$ cat src/rtl/intc_pkg.sv
package intc_pkg;

    localparam int WORD_BITS = 32;

    typedef logic [WORD_BITS-1:0] word_t;

    // register bank selected by byte address bits [7:4]
    typedef enum logic [3:0] {
        BK_SEL   = 4'h0,
        BK_EN    = 4'h1,
        BK_ENCLR = 4'h2,
        BK_ENSET = 4'h3,
        BK_TYPE  = 4'h4,
        BK_POL   = 4'h5,
        BK_MISC  = 4'h6,
        BK_NSTAT = 4'h8,
        BK_FSTAT = 4'h9,
        BK_RAW   = 4'hA,
        BK_CLR   = 4'hB,
        BK_SOFT  = 4'hC,
        BK_VEC   = 4'hD
    } bank_e;

    typedef struct packed {
        logic       valid;
        bank_e      bank;
        logic [1:0] word;
        word_t      data;
    } wr_req_t;

    typedef struct packed {
        logic fast;
        logic normal;
    } master_t;

    function automatic logic req_hits(wr_req_t r, bank_e b, int w);
        return r.valid && (r.bank == b) && (int'(r.word) == w);
    endfunction

endpackage

$ cat src/rtl/intc_regs.sv
module intc_regs
    import intc_pkg::*;
#(
    parameter int NUM_WORDS = 2,
    localparam int NL = NUM_WORDS * WORD_BITS
) (
    input  logic          clk,
    input  logic          rst,
    input  wr_req_t       req_i,
    output logic [NL-1:0] sel_o,
    output logic [NL-1:0] en_o,
    output logic [NL-1:0] typ_o,
    output logic [NL-1:0] pol_o,
    output master_t       master_o,
    output word_t         nopend_o
);

    word_t sel_q [NUM_WORDS];
    word_t en_q  [NUM_WORDS];
    word_t typ_q [NUM_WORDS];
    word_t pol_q [NUM_WORDS];

    for (genvar w = 0; w < NUM_WORDS; w++) begin : g_word
        always_ff @(posedge clk) begin
            if (rst) begin
                sel_q[w] <= '0;
                en_q[w]  <= '0;
                typ_q[w] <= '0;
                pol_q[w] <= '0;
            end else if (req_i.valid && int'(req_i.word) == w) begin
                case (req_i.bank)
                    BK_SEL:   sel_q[w] <= req_i.data;
                    BK_EN:    en_q[w]  <= req_i.data;
                    BK_ENCLR: en_q[w]  <= en_q[w] & ~req_i.data;
                    BK_ENSET: en_q[w]  <= en_q[w] | req_i.data;
                    BK_TYPE:  typ_q[w] <= req_i.data;
                    BK_POL:   pol_q[w] <= req_i.data;
                    default:  ;
                endcase
            end
        end

        assign sel_o[w*WORD_BITS +: WORD_BITS] = sel_q[w];
        assign en_o[w*WORD_BITS +: WORD_BITS]  = en_q[w];
        assign typ_o[w*WORD_BITS +: WORD_BITS] = typ_q[w];
        assign pol_o[w*WORD_BITS +: WORD_BITS] = pol_q[w];

        // bits written through the set bank are enabled on the next cycle
        assert_enset_R3: assert property (@(posedge clk) disable iff (rst)
            req_hits(req_i, BK_ENSET, w) |=>
                ((en_q[w] & $past(req_i.data)) == $past(req_i.data)));

        // bits written through the clear bank are disabled on the next cycle
        assert_enclr_R3: assert property (@(posedge clk) disable iff (rst)
            req_hits(req_i, BK_ENCLR, w) |=>
                ((en_q[w] & $past(req_i.data)) == '0));
    end

    always_ff @(posedge clk) begin
        if (rst) begin
            master_o <= '0;
            nopend_o <= '0;
        end else begin
            if (req_hits(req_i, BK_MISC, 0)) nopend_o <= req_i.data;
            if (req_hits(req_i, BK_MISC, 1)) master_o <= master_t'(req_i.data[1:0]);
        end
    end

endmodule

$ cat src/rtl/intc_detect.sv
module intc_detect
    import intc_pkg::*;
#(
    parameter int NUM_WORDS = 2,
    localparam int NL = NUM_WORDS * WORD_BITS
) (
    input  logic          clk,
    input  logic          rst,
    input  logic [NL-1:0] lines_i,
    input  logic [NL-1:0] typ_i,
    input  logic [NL-1:0] pol_i,
    input  wr_req_t       req_i,
    output logic [NL-1:0] raw_o
);

    logic [NL-1:0] act;
    logic [NL-1:0] act_q;
    logic [NL-1:0] edge_now;
    logic [NL-1:0] lat_q;
    logic [NL-1:0] soft_q;
    logic [NL-1:0] clr_m;
    logic [NL-1:0] soft_m;

    for (genvar w = 0; w < NUM_WORDS; w++) begin : g_mask
        assign clr_m[w*WORD_BITS +: WORD_BITS]  =
            req_hits(req_i, BK_CLR, w) ? req_i.data : '0;
        assign soft_m[w*WORD_BITS +: WORD_BITS] =
            req_hits(req_i, BK_SOFT, w) ? req_i.data : '0;
    end

    assign act      = lines_i ^ pol_i;
    assign edge_now = act & ~act_q;

    always_ff @(posedge clk) begin
        if (rst) begin
            act_q  <= '0;
            lat_q  <= '0;
            soft_q <= '0;
        end else begin
            act_q  <= act;
            // a new edge wins over a same-cycle acknowledge; level type drops the latch
            lat_q  <= typ_i & ((lat_q & ~clr_m) | edge_now);
            soft_q <= (soft_q & ~clr_m) | soft_m;
        end
    end

    assign raw_o = (typ_i & lat_q) | (~typ_i & act) | soft_q;

    // a latch bit only appears on a line that was edge-typed
    assert_latch_edge_only_R5: assert property (@(posedge clk) disable iff (rst)
        ((lat_q & ~$past(lat_q) & ~$past(typ_i)) == '0));

    // every edge seen on an edge line is latched, acknowledge or not
    assert_edge_kept_R12: assert property (@(posedge clk) disable iff (rst)
        (($past(edge_now & typ_i) & ~lat_q) == '0));

endmodule

$ cat src/rtl/intc_pick.sv
module intc_pick #(
    parameter int NL = 64,
    localparam int IDX_W = $clog2(NL)
) (
    input  logic             clk,
    input  logic             rst,
    input  logic [NL-1:0]    pend_i,
    output logic             has_o,
    output logic [IDX_W-1:0] idx_o
);

    localparam logic [NL-1:0] ONE = NL'(1);

    always_comb begin
        has_o = 1'b0;
        idx_o = '0;
        for (int i = NL - 1; i >= 0; i--) begin
            if (pend_i[i]) begin
                has_o = 1'b1;
                idx_o = IDX_W'(i);
            end
        end
    end

    // the reported line is pending
    assert_pick_pending_R11: assert property (@(posedge clk) disable iff (rst)
        has_o |-> pend_i[idx_o]);

    // no lower-numbered line is pending
    assert_pick_lowest_R11: assert property (@(posedge clk) disable iff (rst)
        has_o |-> ((pend_i & ((ONE << idx_o) - ONE)) == '0));

endmodule

$ cat src/rtl/intc_ctrl.sv
module intc_ctrl
    import intc_pkg::*;
#(
    parameter int NUM_WORDS = 2,
    parameter int ADDR_W    = 12,
    localparam int NL       = NUM_WORDS * WORD_BITS,
    localparam int IDX_W    = $clog2(NL)
) (
    input  logic              clk,
    input  logic              rst,
    input  logic [ADDR_W-1:0] bus_addr,
    input  logic              bus_we,
    input  logic [31:0]       bus_wdata,
    output logic [31:0]       bus_rdata,
    input  logic [NL-1:0]     irq_lines,
    output logic              irq_normal_o,
    output logic              irq_fast_o
);

    logic          in_range;
    logic          word_ok;
    bank_e         bank;
    logic [1:0]    word;
    wr_req_t       req;

    logic [NL-1:0] sel, en, typ, pol, raw;
    logic [NL-1:0] norm_stat, fast_stat;
    master_t       master;
    word_t         nopend;
    logic          has_pend;
    logic [IDX_W-1:0] pend_idx;

    assign in_range = (bus_addr[ADDR_W-1:8] == '0) && (bus_addr[1:0] == 2'b00);
    assign bank     = bank_e'(bus_addr[7:4]);
    assign word     = bus_addr[3:2];
    assign word_ok  = int'(word) < NUM_WORDS;

    assign req.valid = bus_we && in_range;
    assign req.bank  = bank;
    assign req.word  = word;
    assign req.data  = bus_wdata;

    intc_regs #(.NUM_WORDS(NUM_WORDS)) u_regs (
        .clk      (clk),
        .rst      (rst),
        .req_i    (req),
        .sel_o    (sel),
        .en_o     (en),
        .typ_o    (typ),
        .pol_o    (pol),
        .master_o (master),
        .nopend_o (nopend)
    );

    intc_detect #(.NUM_WORDS(NUM_WORDS)) u_detect (
        .clk     (clk),
        .rst     (rst),
        .lines_i (irq_lines),
        .typ_i   (typ),
        .pol_i   (pol),
        .req_i   (req),
        .raw_o   (raw)
    );

    assign norm_stat = raw & en & ~sel;
    assign fast_stat = raw & en & sel;

    intc_pick #(.NL(NL)) u_pick (
        .clk    (clk),
        .rst    (rst),
        .pend_i (norm_stat),
        .has_o  (has_pend),
        .idx_o  (pend_idx)
    );

    always_ff @(posedge clk) begin
        if (rst) begin
            irq_normal_o <= 1'b0;
            irq_fast_o   <= 1'b0;
        end else begin
            irq_normal_o <= master.normal && (|norm_stat);
            irq_fast_o   <= master.fast && (|fast_stat);
        end
    end

    function automatic word_t slice(input logic [NL-1:0] v, input logic [1:0] w);
        return v[int'(w)*WORD_BITS +: WORD_BITS];
    endfunction

    always_comb begin
        bus_rdata = '0;
        if (in_range) begin
            case (bank)
                BK_SEL:   if (word_ok) bus_rdata = slice(sel, word);
                BK_EN:    if (word_ok) bus_rdata = slice(en, word);
                BK_TYPE:  if (word_ok) bus_rdata = slice(typ, word);
                BK_POL:   if (word_ok) bus_rdata = slice(pol, word);
                BK_NSTAT: if (word_ok) bus_rdata = slice(norm_stat, word);
                BK_FSTAT: if (word_ok) bus_rdata = slice(fast_stat, word);
                BK_RAW:   if (word_ok) bus_rdata = slice(raw, word);
                BK_MISC: begin
                    if (word == 2'd0) bus_rdata = nopend;
                    else if (word == 2'd1) bus_rdata = {30'd0, master};
                end
                BK_VEC: begin
                    if (word == 2'd0) bus_rdata = has_pend ? word_t'(pend_idx) : nopend;
                end
                default: bus_rdata = '0;
            endcase
        end
    end

    // a raised normal request needs master bit 0 on the previous cycle
    assert_normal_gate_R10: assert property (@(posedge clk) disable iff (rst)
        irq_normal_o |-> $past(master.normal));

    // a raised fast request needs master bit 1 on the previous cycle
    assert_fast_gate_R10: assert property (@(posedge clk) disable iff (rst)
        irq_fast_o |-> $past(master.fast));

    // no request without status behind it
    assert_normal_cause_R10: assert property (@(posedge clk) disable iff (rst)
        !$past(|norm_stat) |-> !irq_normal_o);

endmodule

$ cat config.mk
export PLATFORM = sky130hd
export DESIGN_NAME = intc_ctrl
export DESIGN_NICKNAME = d
export VERILOG_FILES = /design/src/rtl/intc_pkg.sv /design/src/rtl/intc_regs.sv /design/src/rtl/intc_detect.sv /design/src/rtl/intc_pick.sv /design/src/rtl/intc_ctrl.sv
export SDC_FILE = /design/constraint.sdc
export NUM_CORES = 1
export LEC_CHECK = 0
export BUFFER_PORTS_ARGS = -buffer_cell sky130_fd_sc_hd__buf_2
export CORE_MARGIN = 5
export CORE_UTILIZATION = 45
export CTS_BUF_LIST = sky130_fd_sc_hd__clkbuf_8
export DETAILED_ROUTE_END_ITERATION = 7
export SETUP_SLACK_MARGIN = 0.1
export SLEW_MARGIN = 20
export SYNTH_ARGS = -nofsm -noshare
export SYNTH_HDL_FRONTEND = slang
export SYNTH_SLANG_ARGS = --single-unit
$ cat constraint.sdc
create_clock -name clk -period 3.7 [get_ports clk]
set_input_delay 0.555 -clock clk [delete_from_list [all_inputs] [get_ports clk]]
set_output_delay 0.555 -clock clk [all_outputs]
set_load 0.005 [all_outputs]
# Word-level counts from Yosys, hierarchy flattened
# Memory sizes are Yosys's and may differ from the RTL's.
# Index checks and enable logic that the tools add are counted.
# totals
romBits	0
ff_bits	228
word_cells	292
mem_bits_rw	256
inputBits	111
memories	4
latchBits	0
output_inout_bits	34
# mem_list
memory	words	width	read_ports	rd_ports_with_merged_regs	wr	line_no	text
u_regs.en_q	2	32	2	0	2	intc_regs.sv:19	word_t en_q [NUM_WORDS];
u_regs.pol_q	2	32	2	0	2	intc_regs.sv:21	word_t pol_q [NUM_WORDS];
u_regs.sel_q	2	32	2	0	2	intc_regs.sv:18	word_t sel_q [NUM_WORDS];
u_regs.typ_q	2	32	2	0	2	intc_regs.sv:20	word_t typ_q [NUM_WORDS];
# classes
multipliers	0
bitwise	35
eq_ne	14
mux	201
n_lt_le_gt_ge	1
reduce_logical	22
shifts	7
n_div	0
addsub	0
# ops
operator	n
$mux W32	27
$and A64 B64 Y64	9
$shiftx A64 B8 Y32	7
$mux W6	64
$pmux W32 S9	1
$not A64 Y64	4
$or A64 B64 Y64	4
$reduce_or A64 Y1	2
$mux W1	108
$and A32 B32 Y32	2
$or A32 B32 Y32	2
$xor A64 B64 Y64	1
$not A32 Y32	1
$eq A4 B4 Y1 const B	6
$logic_and A1 B1 Y1	15
$eq A4 B3 Y1 const B	3
$or A1 B1 Y1	12
$eq A4 B2 Y1 const B	2
$logic_not A4 Y1	2
$logic_not A2 Y1	3
$eq A4 B1 Y1 const B	1
$eq A2 B1 Y1 const B	1
$eq A2 B2 Y1 const B	1
$lt A2 B2 Y1 const B	1
$mux W2	1

# Logic depth before layout (Yosys ltp)
# Gate-level depths: netlist of the first run.
# An unclocked memory read counts as a cell.
# depth
depth_word	75
mapped_depth	11
depth_no_buf	9

# Modules after synthesis
# Synthesis of the first run repeated with hierarchy kept, for this count alone.
# unflattened
hier_cells	2686
hier_area_um2	26561.7
# modules_own_cells
mod	area_per_inst_um2	seq_area_each_um2	n_inst	cells_per_inst
intc_regs	11954.0	8368.0	1	902
intc_detect	8410.6	3843.7	1	826
intc_ctrl	5434.0	40.0	1	818
intc_pick	763.2	0.0	1	140

# Worst setup path before layout of the first run
# No wires, ideal clock.
# synth_timing
kind	input -> register
from	in bus_addr[11]
to	mem u_regs.pol_q[1][0] in the netlist's numbering, enable pin
setup_time_ns	0.428
required_ns	3.272
t_arrival_ns	3.204
slack_ns	0.068
n_path_buf	1
cell_stages	5
cell_sequence	or4_1 nor3_2 nand4b_1 clkbuf_1 o21bai_1
# synth_rtl
element	line_no	text
start: declaration	intc_ctrl.sv:11	input logic [ADDR_W-1:0] bus_addr,
end: declaration	intc_regs.sv:21	

==> results of run 1 <==
==> routing by layer <==
layer | track usage (%) | up-vias
met5 | 0 | -
met4 | 12.1 | 4
met3 | 6.34 | 281
met2 | 49.6 | 1292
met1 | 41.6 | 11900
li1 | - | 11100
==> area by class of cell <==
cell class	count	area share, %
diodes	5	0.0392
clock buffers	103	4.44
clock inverters	55	0.818
inverters	114	1.34
multi-input cells	2147	42.0
flip-flops and latches	484	38.3
well taps	765	3.00
repair buffers	436	10.1
==> how the worst max path moves through the flow <==
stage,startpoint,cells past startpoint,endpoint
global route,u_regs.pol_q[1][28],13,bus_rdata[24]
detailed placement,irq_lines[63],13,bus_rdata[14]
CTS,u_regs.en_q[1][29],12,bus_rdata[24]
floorplan,bus_addr[11],5,u_regs.pol_q[1][0]
finish,u_regs.typ_q[1][22],13,bus_rdata[1]
global placement,irq_lines[63],13,bus_rdata[18]
==> stage by stage <==
step	setup TNS (ns)	area (um^2)
2_1_floorplan	0	26400
3_3_place_gp	-13.21	29800
3_5_place_dp	-15.46	29800
4_1_cts	-23.63	31700
5_1_grt	-28.33	31900
6_report	-22.58	32000
==> power groups by stage <==
| stage | clock network [mW] | logic (mW) | registers [mW] |
|---|---|---|---|
| after floorplan | 0 | 0.952 | 6.12 |
| after global placement | 0 | 1.69 | 6.15 |
| after detailed placement | 0 | 1.71 | 6.16 |
| after CTS | 4.96 | 1.75 | 6.05 |
| after global routing | 5.23 | 1.92 | 6.08 |
| final | 4.89 | 1.80 | 6.06 |
==> kinds of logic after synthesis <==
kind of cell    after synthesis  share of synthesized area, %
xor+xnor                     73                          2.57
flops                       484                          46.5
mux                         195                          7.54
compound gates              664                          16.2
buf+inv                     293                          4.24
simple gates               1215                          23.0
==> sequential cells by signal (all words and copies together) (netlist names) <==
signal	cells
u_regs.master_o	2
irq_fast_o	1
u_regs.pol_q	64
u_detect.lat_q	64
u_detect.soft_q	64
u_regs.nopend_o	32
u_regs.sel_q	64
u_detect.act_q	64
irq_normal_o	1
u_regs.en_q	64
u_regs.typ_q	64
==> layout by cell type (no fill, tap or decap), drive strengths merged, types with 11 or more instances in the layout <==
cell type    n
nor3b       55
mux2        29
o22ai       70
o21ai      101
a211oi      27
nand2      330
dfxtp      228
clkinv      11
and3        37
nor4        29
nand4b      15
a22o        11
buf        434
nor2b       14
nand3       29
a21oi      228
or3b        23
o221ai      23
xnor2       64
o2bb2ai     15
a22oi       65
inv        152
nand2b      56
clkbuf     105
nor3        44
o211ai      13
mux2i      166
a21o        16
edfxtp     256
and2       198
or2         11
nor2       347
==> synth_stat cells (8+ instances only) <==
library cell | number | area [um^2]
nor4_1 | 25 | 156
nand2_1 | 330 | 1240
and2_1 | 198 | 1240
o22ai_1 | 69 | 432
clkbuf_1 | 164 | 616
nand3_1 | 29 | 145
a21oi_1 | 228 | 1140
nand3b_1 | 8 | 60.1
or2_2 | 10 | 62.6
or3b_2 | 21 | 184
o211ai_1 | 13 | 97.6
nand4b_1 | 15 | 131
nand2b_1 | 56 | 350
a22oi_1 | 65 | 488
o221ai_1 | 22 | 193
a21o_1 | 16 | 120
a22o_1 | 11 | 96.3
o21bai_1 | 10 | 75.1
and3_1 | 37 | 231
mux2i_1 | 166 | 1660
nor3_1 | 42 | 210
mux2_2 | 28 | 315
nor3b_1 | 54 | 405
edfxtp_1 | 256 | 7690
nand4_1 | 9 | 56.3
o2bb2ai_1 | 15 | 131
a211oi_1 | 27 | 203
inv_1 | 114 | 428
buf_1 | 10 | 37.5
nor2b_1 | 14 | 87.6
xnor2_1 | 59 | 517
nor2_1 | 346 | 1300
dfxtp_1 | 228 | 4560
o21ai_0 | 101 | 505
o211a_1 | 8 | 80.1
xor2_1 | 9 | 78.8
==> worst reg2reg max path: stages, from the launching register on <==
cell and delay [ns]:
edfxtp_1 0.41, xnor2_1 0.20, mux2_2 0.31, a211oi_1 0.50, nor4_1 0.15, buf_4 0.18
nand4_1 0.11, buf_4 0.14, nor4_4 0.05, buf_4 0.15, buf_6 0.12, buf_4 0.12
nor3b_1 0.53
==> what timing repair did <==
item                                    in CTS  in global routing
hold endpoints to repair                     0                  0
cloned                                       0                  1
gates resized for setup                     32                 30
setup buffers                                6                  5
endpoints found under the setup margin      32                 32
pin swaps                                   15                 22
==> impl_metrics.csv, run 1 <==
group,metric,value,unit
status,status,"finished with violations",
status,violations,"negative setup slack",
logic_synthesis,ys.flop_type,"edfxtp_1",
die,die_h,252,um
power_and_ir_drop,seqPwrFrac,47.5,%
global_routing,grt_pass1_vias,23800,
setup_path,critical-path-max-stage-delay,0.50,ns
setup_path,cpMostUsedCell,"buf_4",
routing,wl_met3,9670,um
min_path,min_to,"u_detect.act_q[13]",
sta,period_needed,4.48,ns
setup_path,required,3.14,ns
clock_tree,cts_buffer_depth,3,
global_routing,grt.total_usage,31.0,%
logic_synthesis,synthDistinctLibCells,79,
die,start_util,45.5,%
routing,met1_length,41900,um
sta,setup_ws,-0.782,ns
setup_path,slowest_stage,"o41ai_2",
setup_path,r2r-start,"u_regs.pol_q[1][11]",
clock_tree,clockRootBuffer,"clkbuf_8",
power_and_ir_drop,switchingPower,3.53,mW
routing,vias_per_cell,5.99,
power_and_ir_drop,irDropWorstVdd,0.319,mV
sta,finalMaxSlewViolations,0,
setup_path,critPathArrivalTime,3.93,ns
setup_path,rr_endpoint,"irq_normal_o",
sta,whs,0.164,ns
layout,nFillCells,5331,
global_routing,grt_max_degree,83,
routing,drt-initial-drc-count,2654,
logic_synthesis,synth_edf_count,256,
logic_synthesis,ys_seq_area_share,46.5,%
logic_synthesis,ys_warn_count,0,
setup_path,crit_chain,"or3b_2 > o32ai_1 > buf_4 > nor2b_1 > buf_4 > a21boi_1 > a211o_1 > a211oi_2 > o41ai_2 > a21oi_2 > o32ai_2 > buf_4 > buf_2",
setup_path,worst_r2r_path_depth,12,
routing,dr.max_layer_used,"met5",
setup_path,path_delay_family,"compound AO/OA/AOI/OAI gates",
min_path,hp-start,"irq_lines[13]",
sta,max_freq,0.223,GHz
routing,drtAntennaViolNets,0,
routing,firstDrtPassIters,6,
min_path,hold_path.class,"input port to register",
layout,final_nets,3379,
placed_design,place.gp.congestion,0.956,
routing,wl,103000,um
sta,slew_headroom,37.0,%
global_routing,grt_pass1_wl,150000,um
logic_synthesis,syn_nets,3035,
power_and_ir_drop,powerDensity,399,nW/um^2
layout,finish.utilization,55.2,%
logic_synthesis,syn-cell-area,26400,um^2
logic_synthesis,syn_inst,2924,
routing,wire_per_inst,25.1,um
power_and_ir_drop,internal-power,9.22,mW
sta,fin_skew,0.0295,ns
placed_design,hpwl,69200,um
power_and_ir_drop,swShare,27.7,%
clock_tree,path_clk_slew,0.06,ns
routing,met2_length,47100,um
global_routing,gr-total-overflow,0,
clock_tree,cts_made_buffers,85,
clock_tree,clock-sinks,484,
sta,grt_setup_unrepaired,"yes",
power_and_ir_drop,p_comb_share,14.1,%
flow_run,maxCapViolations,0,
layout,fin_cells,4109,
routing,drc,0,
placed_design,pre_cts_slack,-0.542,ns
die,rows,88,
layout,syn_to_final_growth,21.2,%
logic_synthesis,synth.ff_latch_count,484,
die,ios,145,
die,die_x,252,um
placed_design,numPortBuffers,144,
setup_path,cp-end-kind,"output pin",
sta,setup_viol,32,
sta,worst_pin_slew,0.945,ns
setup_path,setup.worst_path.start_class,"register",
power_and_ir_drop,p_leak,12.7,nW
setup_path,cp.buffers_inverters,4,
die,coreArea,57900,um^2
clock_tree,cts_tree,"yes",
clock_tree,cts_max_level,3,
min_path,hold_depth,3,
global_routing,grt_antenna_before_repair,9,
clock_tree,cts_hold_buf,0,
setup_path,rrSetupSlack,0.57,ns
setup_path,worst-setup-path-type,"register to output pin",
setup_path,crit_fanout,2,
power_and_ir_drop,p_clk_share,38.3,%
routing,vias,24600,
die,die_area,63500,um^2
logic_synthesis,avgSynthCellArea,9.02,um^2
layout,drive_gt1_share,20.7,%
logic_synthesis,synth-async-reset-ratio,0,%
power_and_ir_drop,total_power,12.7,mW
sta,hold_violations,0,
layout,regArea,12300,um^2
sta,fin_crit_sh,121,%
layout,multi_input_area,13400,um^2
placed_design,dp.cells,3934,
clock_tree,clock_latency,0.68,ns
Note: power is estimated with default switching activity, not from simulation.
==> run 2: changes to the inputs <==
CTS_BUF_LIST = default   (was sky130_fd_sc_hd__clkbuf_8)
==> run 2 against run 1 <==
Effect of this change:
- the run still ends with negative setup slack left
- hold slack gained 0.067 ns
- utilization is 0.22 points higher
- sequential power about the same
- wire length fell by 0.38%
- die area unchanged
- clock-buffer cell count fell by 17
- clock skew fell by 0.019 ns
- critical path depth decreased by 1
- via count is 0.85% lower
- final area up 0.40%
- register-to-register slack improved by 0.12 ns
- largest cell class unchanged
- largest power group unchanged
- highest routed layer unchanged
==> impl_metrics.csv, run 2 (synthesis results as in run 1) <==
group,metric,value,unit
status,status,"finished with violations",
status,violations,"negative setup slack",
setup_path,critical-path-max-stage-delay,0.45,ns
setup_path,worst_r2r_path_depth,11,
routing,drt-initial-drc-count,2625,
layout,layout_common_cells,"340 x nor2_1, 330 x nand2_1, 273 x buf_4, 256 x edfxtp_1, 228 x dfxtp_1",
routing,firstDrtPassIters,5,
setup_path,slowest_stage,"edfxtp_1",
routing,wl,103000,um
routing,vias,24400,
global_routing,grt_pass1_vias,23700,
clock_tree,cts_tree,"yes",
die,die_area,63500,um^2
setup_path,crit_chain,"a21oi_2 > o22ai_4 > nor4_4 > nor3b_4 > or3b_4 > buf_6 > nor4_4 > a31oi_2 > nor2_4 > buf_8 > a22o_1 > buf_2",
routing,wire_per_inst,25.3,um
setup_path,r2r-start,"u_regs.pol_q[1][11]",
min_path,hp-start,"irq_lines[3]",
setup_path,path_delay_family,"simple AND/OR/NAND/NOR gates",
setup_path,worst-setup-path-type,"register to output pin",
setup_path,cp-end-kind,"output pin",
die,rows,88,
die,start_util,45.5,%
power_and_ir_drop,swShare,26.5,%
setup_path,required,3.14,ns
sta,fin_skew,0.0105,ns
sta,period_needed,4.41,ns
sta,setup_ws,-0.709,ns
power_and_ir_drop,powerDensity,416,nW/um^2
power_and_ir_drop,p_clk_share,41.0,%
setup_path,setup.worst_path.start_class,"register",
min_path,min_to,"u_detect.act_q[3]",
layout,syn_to_final_growth,21.7,%
global_routing,grt_pass1_wl,149000,um
sta,finalMaxSlewViolations,0,
power_and_ir_drop,p_comb_share,13.7,%
global_routing,gr-total-overflow,0,
sta,finalSetupTns,-20.79,ns
setup_path,crit_fanout,10,
sta,fin_crit_sh,119,%
clock_tree,clock_latency,0.62,ns
die,ios,145,
min_path,hold_path.class,"input port to register",
setup_path,cp.buffers_inverters,3,
global_routing,grt_max_degree,83,
placed_design,hpwl,69200,um
global_routing,grt.total_usage,30.9,%
global_routing,grt_antenna_before_repair,12,
sta,grt_setup_unrepaired,"yes",
setup_path,cpMostUsedCell,"nor4_4",
sta,max_freq,0.227,GHz
sta,setup_viol,32,
clock_tree,clock-sinks,484,
sta,hold_violations,0,
placed_design,numPortBuffers,144,
setup_path,critPathArrivalTime,3.85,ns
setup_path,rrSetupSlack,0.69,ns
power_and_ir_drop,total_power,13.4,mW
power_and_ir_drop,internal-power,9.82,mW
die,die_h,252,um
power_and_ir_drop,switchingPower,3.53,mW
sta,worst_pin_slew,0.946,ns
setup_path,crit_path_start,"u_regs.typ_q[1][31]",
power_and_ir_drop,seqPwrFrac,45.4,%
routing,drtAntennaViolNets,0,
clock_tree,cts_max_level,2,
power_and_ir_drop,p_leak,12.6,nW
clock_tree,cts_buffer_depth,3,
setup_path,rr_endpoint,"irq_normal_o",
sta,slew_headroom,36.9,%
power_and_ir_drop,irDropWorstVdd,0.485,mV
min_path,hold_depth,3,
layout,layout_commonest_cell,"nor2_1",
routing,drc,0,
placed_design,place.gp.congestion,0.956,
layout,drive_gt1_share,20.0,%
routing,vias_per_cell,6.02,
clock_tree,cts_made_buffers,54,
die,coreArea,57900,um^2
clock_tree,path_clk_slew,0.06,ns
layout,final_nets,3351,
die,die_x,252,um
clock_tree,clockRootBuffer,"clkbuf_16",
flow_run,maxCapViolations,0,
## run 2: changes by cell type in the layout (fill, tap and decap cells not counted), sizes merged
cell / delta
buf: +4
inv: -36
clkbuf: -18
bufinv: +2
clkinv: -1
clkinvlp: -4
## run 2: power groups by stage
stage | sequential [mW] | combinational (mW) | clock (mW)
2_1_floorplan | 6.12 | 0.952 | 0
3_3_place_gp | 6.15 | 1.69 | 0
3_5_place_dp | 6.16 | 1.71 | 0
4_1_cts | 6.05 | 1.75 | 5.53
5_1_grt | 6.08 | 1.95 | 5.75
6_report | 6.06 | 1.83 | 5.47
## run 2: final cells by class
cell class	instances	area, um^2
multi-input cells	2147	13500
well taps	765	957
clock inverters	16	181
repair buffers	439	3200
flip-flops and latches	484	12300
fillers	5272	25800
inverters	114	429
clock buffers	86	1600
diodes	5	12.5
## run 2: how the worst max path moves through the flow
| stage | endpoint | slack, ns | depth (start not counted) |
|---|---|---|---|
| detailed placement | bus_rdata[14] | -0.54 | 13 |
| global placement | bus_rdata[18] | -0.46 | 13 |
| finish | bus_rdata[14] | -0.71 | 12 |
| floorplan | u_regs.pol_q[1][0] | 0.07 | 5 |
| global route | bus_rdata[24] | -0.83 | 12 |
| CTS | bus_rdata[24] | -0.74 | 12 |
## run 2: through the flow
stage / instance area, um^2 / util, % / worst slack (ns) / cells / hold WS, ns
floorplan: 26400 / - / 0.0678 / 2924 / 0.437
global placement: 29800 / 51.5 / -0.456 / 3934 / 0.442
detailed placement: 29800 / 51.5 / -0.542 / 3934 / 0.448
CTS: 31800 / 54.9 / -0.745 / 4041 / 0.208
global route: 32100 / 55.4 / -0.825 / 4051 / 0.212
finish: 32100 / 55.4 / -0.709 / 4056 / 0.232
## run 2: worst register-to-register path, stage by stage (launching register included)
cell and delay [ns]:
edfxtp_1 0.41, xnor2_1 0.20, mux2_2 0.31, a211oi_1 0.53, nor4_2 0.13, buf_4 0.18
nand4_1 0.11, buf_4 0.14, nor4_4 0.05, buf_4 0.15, buf_4 0.13, nor3b_1 0.52
## run 2: layer usage
| layer | vias to the layer above | GRT usage (%) | routed length (um) |
|---|---|---|---|
| li1 | 11100 | - | - |
| met1 | 11800 | 41.4 | 42000 |
| met2 | 1254 | 49.9 | 47300 |
| met3 | 255 | 6.02 | 9500 |
| met4 | 8 | 11.5 | 3940 |
| met5 | - | 0 | 51 |
## run 2: timing repair
action / in CTS / in global routing
resized for setup: 37 / 31
setup buffers: 5 / 10
endpoints found under the setup margin: 32 / 32
pin swaps: 25 / 25
hold buffers: 0 / 0
